===== config.mk =====
export PLATFORM = sky130hd
export DESIGN_NAME = cmos_bank_decoder
export DESIGN_NICKNAME = d
export VERILOG_FILES = /design/src/rtl/cmos_pkg.sv /design/src/rtl/cmos_region_decode.sv /design/src/rtl/cmos_cfg_store.sv /design/src/rtl/cmos_id_bank.sv /design/src/rtl/cmos_bank_decoder.sv
export SDC_FILE = /design/constraint.sdc
export NUM_CORES = 2
export LEC_CHECK = 0
export ABC_CLOCK_PERIOD_IN_PS = 3600
export BUFFER_PORTS_ARGS = -buffer_cell sky130_fd_sc_hd__clkbuf_2
export CORE_MARGIN = 2
export CORE_UTILIZATION = 45
export CTS_CLUSTER_DIAMETER = 60
export CTS_CLUSTER_SIZE = 20
export DETAILED_ROUTE_END_ITERATION = 6
export GPL_ROUTABILITY_DRIVEN = 0
export HOLD_SLACK_MARGIN = 0.1
export PLACE_DENSITY = 0.66
export SLEW_MARGIN = 20
export SYNTH_ARGS = -nofsm -noshare
export SYNTH_HDL_FRONTEND = slang
export SYNTH_SLANG_ARGS = --single-unit

===== constraint.sdc =====
create_clock -name clk -period 3.6 [get_ports clk]
set_clock_uncertainty 0.1 [all_clocks]
set_input_delay 0.72 -clock clk [delete_from_list [all_inputs] [get_ports clk]]
set_output_delay 0.72 -clock clk [all_outputs]
set_load 0.005 [all_outputs]

===== src/rtl/cmos_pkg.sv =====
package cmos_pkg;

   typedef enum logic [2:0] {
      RG_SHARED,
      RG_LOWUP,
      RG_ID,
      RG_CENT,
      RG_WAKE,
      RG_EXTA,
      RG_EXTB,
      RG_RSVD
   } region_e;

   // CRC-8, MSB first, init 0, over seven bytes: the top byte goes first
   function automatic logic [7:0] crc8_seven(input logic [55:0] bytes_in,
                                             input logic [7:0]  poly);
      logic [7:0] acc;
      acc = 8'h00;
      for (int b = 0; b < 7; b++) begin
         acc = acc ^ bytes_in[55 - 8*b -: 8];
         for (int k = 0; k < 8; k++) begin
            if (acc[7]) acc = {acc[6:0], 1'b0} ^ poly;
            else        acc = {acc[6:0], 1'b0};
         end
      end
      return acc;
   endfunction

endpackage


===== src/rtl/cmos_region_decode.sv =====
module cmos_region_decode
   import cmos_pkg::*;
#(
   parameter int ADDR_W = 7
) (
   input  logic              bank_sel,
   input  logic [ADDR_W-1:0] addr,
   output region_e           region,
   output logic [ADDR_W-1:0] ram_idx,
   output logic [2:0]        id_idx
);
   localparam int LO_W     = ADDR_W - 1;
   localparam int ID_SPAN  = 8;
   localparam int OFS_CENT = ID_SPAN;
   localparam int OFS_WAKE = ID_SPAN + 1;
   localparam int OFS_EXTA = ID_SPAN + 2;
   localparam int OFS_EXTB = ID_SPAN + 3;

   if (ADDR_W < 7) begin : g_bad_width
      $error("cmos_region_decode: ADDR_W must be at least 7");
   end

   logic            upper;
   logic [LO_W-1:0] lo;

   assign upper   = addr[ADDR_W-1];
   assign lo      = addr[LO_W-1:0];
   assign ram_idx = {upper, lo};
   assign id_idx  = lo[2:0];

   always_comb begin
      if (!upper)                     region = RG_SHARED;
      else if (!bank_sel)             region = RG_LOWUP;
      else if (int'(lo) < ID_SPAN)    region = RG_ID;
      else if (int'(lo) == OFS_CENT)  region = RG_CENT;
      else if (int'(lo) == OFS_WAKE)  region = RG_WAKE;
      else if (int'(lo) == OFS_EXTA)  region = RG_EXTA;
      else if (int'(lo) == OFS_EXTB)  region = RG_EXTB;
      else                            region = RG_RSVD;
   end

endmodule


===== src/rtl/cmos_cfg_store.sv =====
module cmos_cfg_store #(
   parameter int ADDR_W = 7,
   parameter int DATA_W = 8
) (
   input  logic              clk,
   input  logic              rst_n,
   input  logic              erase,
   input  logic              date_bcd,
   input  logic              ram_we,
   input  logic [ADDR_W-1:0] ram_idx,
   input  logic              cent_we,
   input  logic              wake_we,
   input  logic [DATA_W-1:0] wdata,
   output logic [DATA_W-1:0] ram_rdata,
   output logic [DATA_W-1:0] cent_q,
   output logic [DATA_W-1:0] wake_q
);
   localparam int DEPTH    = 2**ADDR_W;
   localparam int CENT_MAX = 99;

   if (DATA_W != 8) begin : g_bad_data
      $error("cmos_cfg_store: DATA_W must be 8 for century coding");
   end

   logic [DATA_W-1:0] mem [DEPTH];
   logic              cent_ok;

   for (genvar g = 0; g < DEPTH; g++) begin : g_byte
      always_ff @(posedge clk or negedge rst_n) begin
         if (!rst_n)                                    mem[g] <= '0;
         else if (erase)                                mem[g] <= '0;
         else if (ram_we && (int'(ram_idx) == g))       mem[g] <= wdata;
      end
   end

   assign ram_rdata = mem[ram_idx];

   always_comb begin
      if (date_bcd) cent_ok = (wdata[7:4] <= 4'd9) && (wdata[3:0] <= 4'd9);
      else          cent_ok = (int'(wdata) <= CENT_MAX);
   end

   always_ff @(posedge clk or negedge rst_n) begin
      if (!rst_n)                   cent_q <= '0;
      else if (erase)               cent_q <= '0;
      else if (cent_we && cent_ok)  cent_q <= wdata;
   end

   always_ff @(posedge clk or negedge rst_n) begin
      if (!rst_n)        wake_q <= '0;
      else if (erase)    wake_q <= '0;
      else if (wake_we)  wake_q <= wdata;
   end

   AST_ERASE_ZERO: assert property (@(posedge clk) disable iff (!rst_n)
      erase |=> (cent_q == '0 && wake_q == '0 && ram_rdata == '0));

   AST_CENT_SOURCE: assert property (@(posedge clk) disable iff (!rst_n)
      !$stable(cent_q) |-> $past(erase || cent_we));

   AST_WAKE_SOURCE: assert property (@(posedge clk) disable iff (!rst_n)
      !$stable(wake_q) |-> $past(erase || wake_we));

endmodule


===== src/rtl/cmos_id_bank.sv =====
module cmos_id_bank
   import cmos_pkg::*;
#(
   parameter logic [7:0]  ID_VERSION = 8'h21,
   parameter logic [47:0] ID_UNIQUE  = 48'h5A3C_9E01_7B42,
   parameter logic [7:0]  CRC_POLY   = 8'h07
) (
   input  logic       clk,
   input  logic       rst_n,
   input  logic [2:0] id_idx,
   output logic [7:0] id_rdata
);
   localparam logic [55:0] BODY     = {ID_VERSION, ID_UNIQUE};
   localparam logic [7:0]  CRC_BYTE = crc8_seven(BODY, CRC_POLY);
   localparam logic [63:0] FULL     = {BODY, CRC_BYTE};

   logic [7:0] id_q [8];

   for (genvar g = 0; g < 8; g++) begin : g_id
      localparam logic [7:0] INIT = FULL[63 - 8*g -: 8];
      always_ff @(posedge clk or negedge rst_n) begin
         if (!rst_n) id_q[g] <= INIT;
         else        id_q[g] <= id_q[g];
      end
   end

   assign id_rdata = id_q[id_idx];

endmodule


===== src/rtl/cmos_bank_decoder.sv =====
module cmos_bank_decoder
   import cmos_pkg::*;
#(
   parameter int          ADDR_W     = 7,
   parameter int          DATA_W     = 8,
   parameter logic [7:0]  ID_VERSION = 8'h21,
   parameter logic [47:0] ID_UNIQUE  = 48'h5A3C_9E01_7B42,
   parameter logic [7:0]  CRC_POLY   = 8'h07
) (
   input  logic              clk,
   input  logic              rst_n,
   input  logic              bank_sel,
   input  logic              date_bcd,
   input  logic [ADDR_W-1:0] addr,
   input  logic              wr_en,
   input  logic [DATA_W-1:0] wr_data,
   input  logic              erase_req,
   output logic [DATA_W-1:0] rd_data,
   output logic [1:0]        ext_wr,
   output logic [DATA_W-1:0] ext_wdata,
   input  logic [DATA_W-1:0] ext_rd_a,
   input  logic [DATA_W-1:0] ext_rd_b
);
   if (DATA_W != 8) begin : g_bad_data
      $error("cmos_bank_decoder: DATA_W must be 8");
   end

   region_e           region;
   logic [ADDR_W-1:0] ram_idx;
   logic [2:0]        id_idx;
   logic              ram_we, cent_we, wake_we;
   logic [DATA_W-1:0] ram_rdata, cent_q, wake_q, id_rdata;

   cmos_region_decode #(.ADDR_W(ADDR_W)) u_decode (
      .bank_sel (bank_sel),
      .addr     (addr),
      .region   (region),
      .ram_idx  (ram_idx),
      .id_idx   (id_idx)
   );

   assign ram_we    = wr_en && (region == RG_SHARED || region == RG_LOWUP);
   assign cent_we   = wr_en && (region == RG_CENT);
   assign wake_we   = wr_en && (region == RG_WAKE);
   assign ext_wr    = {wr_en && (region == RG_EXTB), wr_en && (region == RG_EXTA)};
   assign ext_wdata = wr_data;

   cmos_cfg_store #(.ADDR_W(ADDR_W), .DATA_W(DATA_W)) u_store (
      .clk       (clk),
      .rst_n     (rst_n),
      .erase     (erase_req),
      .date_bcd  (date_bcd),
      .ram_we    (ram_we),
      .ram_idx   (ram_idx),
      .cent_we   (cent_we),
      .wake_we   (wake_we),
      .wdata     (wr_data),
      .ram_rdata (ram_rdata),
      .cent_q    (cent_q),
      .wake_q    (wake_q)
   );

   cmos_id_bank #(
      .ID_VERSION (ID_VERSION),
      .ID_UNIQUE  (ID_UNIQUE),
      .CRC_POLY   (CRC_POLY)
   ) u_id (
      .clk      (clk),
      .rst_n    (rst_n),
      .id_idx   (id_idx),
      .id_rdata (id_rdata)
   );

   always_comb begin
      unique case (region)
         RG_SHARED, RG_LOWUP: rd_data = ram_rdata;
         RG_ID:               rd_data = id_rdata;
         RG_CENT:             rd_data = cent_q;
         RG_WAKE:             rd_data = wake_q;
         RG_EXTA:             rd_data = ext_rd_a;
         RG_EXTB:             rd_data = ext_rd_b;
         default:             rd_data = '0;
      endcase
   end

   AST_RSVD_ZERO: assert property (@(posedge clk) disable iff (!rst_n)
      (region == RG_RSVD) |-> (rd_data == '0));

   AST_ID_NO_STORE: assert property (@(posedge clk) disable iff (!rst_n)
      (region == RG_ID) |-> (!ram_we && !cent_we && !wake_we && ext_wr == 2'b00));

   AST_EXT_ONEHOT: assert property (@(posedge clk) disable iff (!rst_n)
      $onehot0(ext_wr));

   AST_LOW_ALIAS: assert property (@(posedge clk) disable iff (!rst_n)
      !addr[ADDR_W-1] |-> (region == RG_SHARED && ram_idx[ADDR_W-1] == 1'b0));

   AST_ERASE_NO_EXT: assert property (@(posedge clk) disable iff (!rst_n)
      (erase_req && !wr_en) |-> (ext_wr == 2'b00));

   AST_ID_STABLE: assert property (@(posedge clk) disable iff (!rst_n)
      (region == RG_ID && $past(region == RG_ID) && $stable(addr)) |-> $stable(rd_data));

endmodule


==> metrics.txt <==
status=finished, violations left; violated checks=setup timing; WS Path Type=input pin to primary output; Synth Area in Compound Gates=12.8%; met3 routed wirelength=~19000 um; largest family of logic cells by synthesized area=multiplexers; largest area contributor in the netlist=dfrtp_1; top_reg_cell synth=dfrtp_1; Vias/cell=6.35; Largest stage delay, worst path=520 ps; Syn Std Cell Area=51800 um^2; #FFs+latches synth=1040; HPWL Detailed=between 100000 and 150000 um; highest-delay cell along the critical path=mux4_2; worst skew pair latency=just over 700 ps; Simple-Gate Fraction of Synth Area=between 15 and 20%; asr flop ratio synth=between 90% and 100%; share of cells above drive strength 1=20.4%; crit-path cells=buf_16, buf_6, buf_16, buf_4, mux4_2, mux4_2, nor2_4, nor2_4, o2111ai_4, o211ai_1, buf_2; H-tree lvl count=3; WL met2=81400 um; wire length per cell=25.5 um; TritonCTS clock tree=yes; clock tree buffer depth=3; Yosys cell types=64; top-area cell type share of the netlist area=50.2%; xor/xnor share of the synthesized area=0%; CP Max Fanout=6; largest net degree at the start of global routing=between 100 and 150; core area=114000 um^2; RSZ-0062 raised after global routing=yes; global-route wire length before repair=275000 um; Die Y=343 um; top sig layer=met5; final-report setup violation count=8; fin worst setup slack=-343 ps; CTS Root Buffer Type=clkbuf_16; CP Capture Type=primary output; kind of start point of the critical path=input pin; leakage=25.5 nW; site row count=roughly 120; DIE WIDTH=approximately 340 um; Placed Instances=6832; final slew viol count=0; Power Density=408 nW/um^2; post-synthesis adder-cell area fraction=0%; final period utilization=110%; f_max=254 MHz; clk slew on worst S/H paths=80 ps; CP bufs+invs=5; Post-synth EDFFs=0; sequential share of the synthesized area=50.2%; Hold Vio Cnt, Final=0; max_cap viols=0; Die Area=118000 um^2; initial antenna violation count=2; final wirelength=180000 um; Layout Cells excl Fill=7035; CP delay by family, top=multiplexers; number of warning messages in the yosys log=0; Worst EP required=2780 ps; vias in the first global route=approximately 44000; Post-route DRC=0; gr usage total=a little under a third; worst hold path class=input pin to flop; Initial DRC Count=about 6000; Initial Utilization=45.3%; max_slew headroom=34.8%; Final ANT Viol Nets=0; TritonCTS Buffers=92; total grt overflow=0; Slew @ Worst Pin=978 ps; critical path data arrival time=3120 ps; cell count after synthesis=5308; maximum vdd drop=0.000419 V; nets@finish=between 5000 and 6000; TNS Setup=-1980 ps; Tmin final=approximately 4000 ps; port buffer count=54; met1 wire length=~71000 um; Vias=44641; mux share of post-synthesis cell area=16.7%; synthesized net count=5345; TritonRoute pass-1 iters=6; # IOs=55; Mapped Avg Cell Area=9.77 um^2; main area contributors after synthesis=dfrtp_1 (50%), mux4_2 (9.9%), a21oi_1 (8.0%); Area Overhead vs Synth=18.1%; Setup WS pre-CTS=-852 ps; clock sinks=roughly 1000
[through the flow]
step	hold WS, ps	area, um^2	utilization [%]	power, W
CTS	223	60900	53.3	0.0250
global placement	395	56500	49.4	0.0140
detailed placement	404	56500	49.4	0.0140
floorplan	324	51800	-	0.0129
finish	256	61200	53.5	0.0250
global route	265	61200	53.5	0.0257
[layout make-up]
class | instances | area [um^2]
repair buffers | 580 | 5720
clock buffers | 100 | 2390
clock inverters | 72 | 955
multi-input cells | 3727 | 24200
flip-flops and latches | 1040 | 26000
inverters | 3 | 11.3
well taps | 1512 | 1890
diodes | 1 | 2.50
fillers | 9873 | 53100
[worst min-delay path: cells and delay by family]
kind,cells,cell delay [ps]
buffers and inverters,1,180
AND/OR/NAND/NOR,1,70
AO/OA/AOI/OAI,1,50
[sequential cells by signal, indices dropped and copies added, names as in the netlist]
name,flops
u_store.mem,1024
u_store.cent_q,8
u_store.wake_q,8
[cell usage in the layout (no fill, tap or decap), types with 14 or more instances in the layout]
cell,n
a21oi_1,816
a22oi_1,43
buf_12,78
buf_4,419
buf_6,16
clkbuf_16,93
clkbuf_2,38
dfrtp_1,1040
inv_6,17
inv_8,14
mux2i_1,325
mux4_2,228
nand2_1,942
nand3_1,535
nor2_1,296
nor2_2,15
nor2_4,16
o21ai_0,289
o22ai_1,14
[Yosys cell counts, drive strengths merged (3+ instances only)]
cell type,n
dfrtp,1040
mux2i,335
nor2,327
mux2,6
a41oi,4
and3,10
or3b,3
nor2b,12
and2,10
nand4,14
o22ai,18
nor4,5
mux4,232
nand2,944
o211ai,13
nand2b,6
clkbuf,378
nor3,8
or3,6
buf,160
o32ai,3
nand3,547
o21ai,297
a2111oi,3
a211oi,18
o2111ai,3
a22oi,52
a221oi,4
a21oi,825
[path summary, 6_finish.rpt]
kind,start,to,slack (ps),cells after the start
max,addr[0],rd_data[4],-340,11
min,wr_data[3],u_store.mem[931]$_DFFE_PN0P_,260,3
max reg2reg,u_store.mem[13]$_DFFE_PN0P_,u_store.mem[13]$_DFFE_PN0P_,2700,2
min reg2reg,u_store.mem[206]$_DFFE_PN0P_,u_store.mem[206]$_DFFE_PN0P_,420,2
max in group asynchronous,rst_n,u_store.mem[725]$_DFFE_PN0P_,1680,4
min in group asynchronous,rst_n,u_store.mem[72]$_DFFE_PN0P_,620,2
[where the power goes]
part | leakage (nW) | switching, W | internal, W
logic | 9.31 | 0.00155 | 0.000698
clock network | 1.62 | 0.00529 | 0.00575
registers | 14.5 | 0.0000119 | 0.0117
total | 25.5 | 0.00686 | 0.0181
[cell families (layout without fill, tap and decap cells)]
logic type      count (synthesis)  after routing
simple gates                 1897           1897
compound gates               1257           1257
flops                        1040           1040
mux                           573            573
buf+inv                       541            755
other cells                     0              1
[per-layer routing]
metal | vias up | track usage (%)
met1 | 22530 | 42.4
met4 | 2 | 13.3
met3 | 445 | 6.25
li1 | 19028 | -
met5 | - | 0
met2 | 2636 | 45.9
[timing repair]
| action | CTS | global route |
|---|---|---|
| resized for setup | 132 | 43 |
| hold endpoints to repair | 50 | 0 |
| pin swaps | 16 | 12 |
| buffers inserted | 17 | 3 |
| endpoints found under the setup margin | 9 | 10 |
| hold buffers | 1 | 0 |
| cloned | 9 | 1 |
(Power assumes the default switching activity.)
